$ cat src/rtl/pcm_serial_port.sv
module pcm_serial_port #(
  parameter int DW   = 16,
  parameter int SLOT = 2,
  parameter int HCW  = 10
) (
  input  logic          clk,
  input  logic          rst_n,
  input  logic          fp,
  input  logic          en,
  input  logic          md,
  input  logic          sdi,
  output logic          sdo,
  output logic          sdo_oe,
  input  logic [DW-1:0] tx_data,
  output logic [DW-1:0] rx_data,
  output logic          rx_valid,
  output logic          rx_wide
);
  localparam int HW = DW / 2;
  localparam int IW = $clog2(DW);
  localparam int CW = IW + 2;
  localparam logic [CW-1:0]  CMAX  = '1;
  localparam logic [CW-1:0]  C_W   = CW'(DW);
  localparam logic [CW-1:0]  C_N   = CW'(HW);
  localparam logic [HCW-1:0] HMAX  = '1;
  localparam logic [HCW-1:0] S0    = HCW'(SLOT * DW);
  localparam logic [HCW-1:0] LEN_N = HCW'(DW);
  localparam logic [HCW-1:0] LEN_W = HCW'(2 * DW);

  logic           tdm_q, sync_q, wide_q, st_act;
  logic [CW-1:0]  cnt, sbit, bidx;
  logic [HCW-1:0] hc, hc_n, len, rel;
  logic [DW-1:0]  tx_hold, rx_sr;
  logic [IW-1:0]  ix;

  // frame pulse decode and TDM position
  wire fp_act  = md ? fp : ~fp;
  wire tdm_eff = tdm_q | fp;
  wire pulse   = tdm_eff & fp_act;

  assign hc_n = pulse ? '0 : ((hc == HMAX) ? hc : hc + 1'b1);
  assign len  = wide_q ? LEN_W : LEN_N;
  assign rel  = hc - S0;

  wire in_slot  = sync_q && (hc >= S0) && (rel < len);
  wire ld_tdm   = (pulse | sync_q) && (hc_n == S0);
  wire done_tdm = tdm_q && sync_q && !pulse && (hc == S0 + len - 1'b1);

  // shared output path
  wire drv  = tdm_q ? in_slot : (st_act && (sbit < C_W));
  wire samp = drv & (~tdm_q | hc[0]);

  assign bidx   = tdm_q ? rel[CW:1] : sbit;
  assign ix     = IW'(DW - 1) - bidx[IW-1:0];
  assign sdo_oe = drv;
  assign sdo    = drv & tx_hold[ix];

  wire [DW-1:0] rx_word_w = rx_sr;
  wire [DW-1:0] rx_word_n = {rx_sr[HW-1:0], {HW{1'b0}}};

  always_ff @(posedge clk or negedge rst_n) begin
    if (!rst_n) begin
      tdm_q    <= 1'b0;
      sync_q   <= 1'b0;
      wide_q   <= 1'b0;
      hc       <= '0;
      st_act   <= 1'b0;
      cnt      <= '0;
      sbit     <= '0;
      tx_hold  <= '0;
      rx_data  <= '0;
      rx_valid <= 1'b0;
      rx_wide  <= 1'b0;
    end else begin
      rx_valid <= 1'b0;
      if (fp) tdm_q <= 1'b1;
      if (tdm_eff) begin
        st_act <= 1'b0;
        cnt    <= '0;
        hc     <= hc_n;
        if (pulse) begin
          sync_q <= 1'b1;
          wide_q <= en;
        end
        if (ld_tdm) tx_hold <= tx_data;
        if (done_tdm) begin
          rx_valid <= 1'b1;
          rx_wide  <= wide_q;
          rx_data  <= wide_q ? rx_word_w : rx_word_n;
        end
      end else if (en) begin
        st_act <= 1'b1;
        sbit   <= cnt;
        if (cnt != CMAX) cnt <= cnt + 1'b1;
        if (cnt == '0) tx_hold <= tx_data;
      end else begin
        st_act <= 1'b0;
        cnt    <= '0;
        if (cnt == C_W || cnt == C_N) begin
          rx_valid <= 1'b1;
          rx_wide  <= (cnt == C_W);
          rx_data  <= (cnt == C_W) ? rx_word_w : rx_word_n;
        end
      end
    end
  end

  always_ff @(negedge clk or negedge rst_n) begin
    if (!rst_n) rx_sr <= '0;
    else if (samp) rx_sr <= {rx_sr[DW-2:0], sdi};
  end
endmodule


$ cat config.mk
export PLATFORM = sky130hd
export DESIGN_NAME = pcm_serial_port
export DESIGN_NICKNAME = d
export VERILOG_FILES = /design/src/rtl/pcm_serial_port.sv
export SDC_FILE = /design/constraint.sdc
export NUM_CORES = 1
export LEC_CHECK = 0
export ABC_AREA = 1
export BUFFER_PORTS_ARGS = -buffer_cell sky130_fd_sc_hd__buf_2
export CELL_PAD_IN_SITES_DETAIL_PLACEMENT = 0
export CELL_PAD_IN_SITES_GLOBAL_PLACEMENT = 2
export CORE_MARGIN = 2
export CORE_UTILIZATION = 35
export CTS_CLUSTER_SIZE = 20
export DETAILED_ROUTE_END_ITERATION = 10
export PLACE_DENSITY_LB_ADDON = 0.12
export SETUP_SLACK_MARGIN = 0.2
export SYNTH_ARGS = -nofsm -noshare
export SYNTH_HDL_FRONTEND = slang
export SYNTH_SLANG_ARGS = --single-unit
export TNS_END_PERCENT = 100
$ cat constraint.sdc
create_clock -name clk -period 2.2 [get_ports clk]
set_input_delay 0.22 -clock clk [delete_from_list [all_inputs] [get_ports clk]]
set_output_delay 0.22 -clock clk [all_outputs]
set_load 0.01 [all_outputs]
==> results.ini <==
[layout]
regArea_mm2 = 0.00190
multi_input_area_mm2 = 0.00203
n_antenna_cell = 0
drive_gt1_frac = 0.393
layout.nets = 583
fillers = 1004
fin_area_mm2 = 0.00530
area_delta_synth_final_pct = 40.2

[floorplan]
die-width_um = 108
die_height_um = 108
start_util = 0.363
rows = 37
coreArea_mm2 = 0.0104
ios = 42
dieArea_mm2 = 0.0116

[clocking]
clk_latency_ps = 350
cts_made_buffers = 9
cts.clk_slew.worst_paths_ps = 80
clk_path_buf_depth = 2
cts-root-buf = clkbuf_8
tritoncts = yes
cts.htree.levels = 3
clock_sinks = 76

[placed_design]
placed_cell_area_mm2 = 0.00437
gp_congestion = 0.828
numPortBuffers = 41
dp_hpwl_mm = 6.58
pre_cts_slack_ps = -524

[drt]
drt-pass1-iter-count = 4
vias_per_cell = 4.82
routed-via-count = 3340
drt_wl_total_mm = 9.90
wl_per_cell_um = 14.3
drtAntennaViolNets = 0
drc = 0
first_iter_violations = 190

[timing]
rsz0062_at_grt = yes
finalMaxSlewViolations = 0
setup_viol = 17
setup_ws_ps = -559
hold_violations = 0
tightest_slew_ps = 450
fin_skew_ps = 18.9
relSlewSlack = 0.700

[setup_path]
path_buf_inv = 2
critPathLaunchType = flop
crit_chain = inv_2 -> ha_4 -> nand2_1 -> nor2_1 -> nand3_1 -> o21ai_2 -> o21ai_2 -> buf_12 -> nor2_1 -> a21oi_1
endpoint_kind = flop
cp_top_family = flip-flops
critical_path_class = flop to flop
critPathRequiredTime_ps = 1280
worstPathMaxFanout = 32
critPathSlowestCell = dfrtp_1
critPathArrivalTime_ps = 1840
crit_path_max_incr_delay_ps = 360

[grt]
overflow = 0
grt_pass1_wl_mm = 15.8
grt_max_degree = 36
grt_pass1_vias = 3206
grt_use_total = 0.175
antenna_found_initial = 0

[status]
outcome = complete, but fails checks
violations = setup timing

[synth]
ys_ff_latch = 76
avgSynthCellArea_um2 = 8.36
synth_cells = 452
yosysWarnings = 0
synth-edff-count = 0
ys_async_sr_fraction = 1.00
ys_seq_area_frac = 0.503
synth_nets = 482
synthFlopType = dfrtp_1
netlist_area_mm2 = 0.00378
synth.distinct_cells = 37

[power]
power_leakage_nw = 2.54
ir_drop_mv = 0.445
power_density_mw_per_mm2 = 582

[job]
cap_violations = 0

[min_path]
min_path_type = input port to flop

==> cell usage in the layout, fill, tap and decap left out, drive strengths merged, types with 9 or more instances in the layout <==
master	instances
nand2	139
dfrtp	60
nor2	23
o21ai	65
clkbuf	9
a21oi	10
inv	47
nand3	47
dfrtn	16
buf	95
==> power by group <==
group / leakage (nW) / internal [W] / total [W] / switching, W
clock: 0.105 / 0.000634 / 0.00117 / 0.000532
combinational: 1.41 / 0.000176 / 0.000413 / 0.000237
sequential: 1.02 / 0.00145 / 0.00151 / 0.0000528
==> stage by stage <==
step,setup TNS [ps],cells,total power [W],util,hold WS [ps]
floorplan,-9260,452,0.00171,-,-75.6
global placement,-7860,647,0.00184,0.420,200
detailed placement,-8110,647,0.00184,0.420,201
CTS,-8150,673,0.00306,0.469,56.8
global route,-10840,693,0.00324,0.509,71.5
finish,-8480,693,0.00309,0.509,66.1
==> cells by family after synthesis <==
group                    share of synthesized area
multiplexers                               0.00265
flip-flops                                   0.503
XOR/XNOR                                    0.0136
buffers and inverters                       0.0692
AND/OR/NAND/NOR                              0.269
adder cells (fa/ha/maj)                     0.0265
AO/OA/AOI/OAI                                0.116
==> flip-flops by register name, summed over array words and instances (netlist names) <==
name and cells:
rx_wide 1, sbit 6, cnt 6, tdm_q 1, tx_hold 16, wide_q 1, sync_q 1, rx_valid 1
hc 10, st_act 1, rx_sr 16, rx_data 16
==> path summary, 6_finish.rpt <==
check	start	endpoint	slack, ps	cells after the start
worst max-delay path	hc[5]	rx_sr[0]	-560	10
min in group asynchronous	rst_n	rx_valid	350	2
worst min register to register	rx_sr[13]	rx_sr[13]	430	2
max in group asynchronous	rst_n	rx_sr[5]	490	2
worst max register to register	hc[5]	rx_sr[0]	-560	10
worst min-delay path	tx_data[3]	tx_hold[3]	70	3
==> layer usage <==
metal  wire length (um)  up-vias  share of wire  global-route usage
met4                125        0          0.013              0.0458
met1               4520     1584           0.46               0.236
met3                440       11          0.044              0.0339
met2               4810       72           0.49               0.289
li1                   -     1673              -                   -
met5                  0        -              0                   0
==> layout make-up <==
class                           instances  area share
Multi-Input combinational cell        315       0.383
Sequential cell                        76       0.359
Timing Repair Buffer                   96       0.140
Inverter                               51      0.0399
Tap cell                              136      0.0321
Clock buffer                            9      0.0234
Clock inverter                          6      0.0170
Timing Repair inverter                  4     0.00519
==> worst reg2reg max path: cells and delay by family (launching register included) <==
family	cells	cell delay, ps
AOI/OAI and AO/OA	3	300
adders and majority gates	1	260
buffers and inverters	2	240
DFF	1	360
and+or+nand+nor	4	330
==> cells in the mapped netlist (2+ instances only) <==
library cell | n | area share
nor2_4 | 2 | 0.0060
nor2_1 | 16 | 0.016
buf_2 | 4 | 0.0053
nand2_2 | 11 | 0.018
nor2_2 | 4 | 0.0066
inv_1 | 46 | 0.046
o21ai_2 | 4 | 0.0093
nor3_1 | 2 | 0.0026
nand3_4 | 2 | 0.0093
o21ai_1 | 6 | 0.0079
o21ai_0 | 55 | 0.073
nand4_1 | 5 | 0.0083
ha_1 | 8 | 0.026
o22ai_1 | 4 | 0.0066
inv_2 | 4 | 0.0040
dfrtp_1 | 60 | 0.40
nand3_1 | 43 | 0.057
clkbuf_1 | 6 | 0.0060
a21oi_1 | 10 | 0.013
xor2_1 | 3 | 0.0070
dfrtn_1 | 16 | 0.11
nand2_1 | 126 | 0.13
==> what timing repair did <==
action / CTS / global route
cloned: 4 / 3
hold endpoints to repair: 17 / 0
pin swaps: 20 / 26
buffers inserted: 6 / 17
hold buffers: 1 / 0
resized for setup: 41 / 79
setup endpoints to repair: 50 / 51
Power figures use the tool's default switching activity.
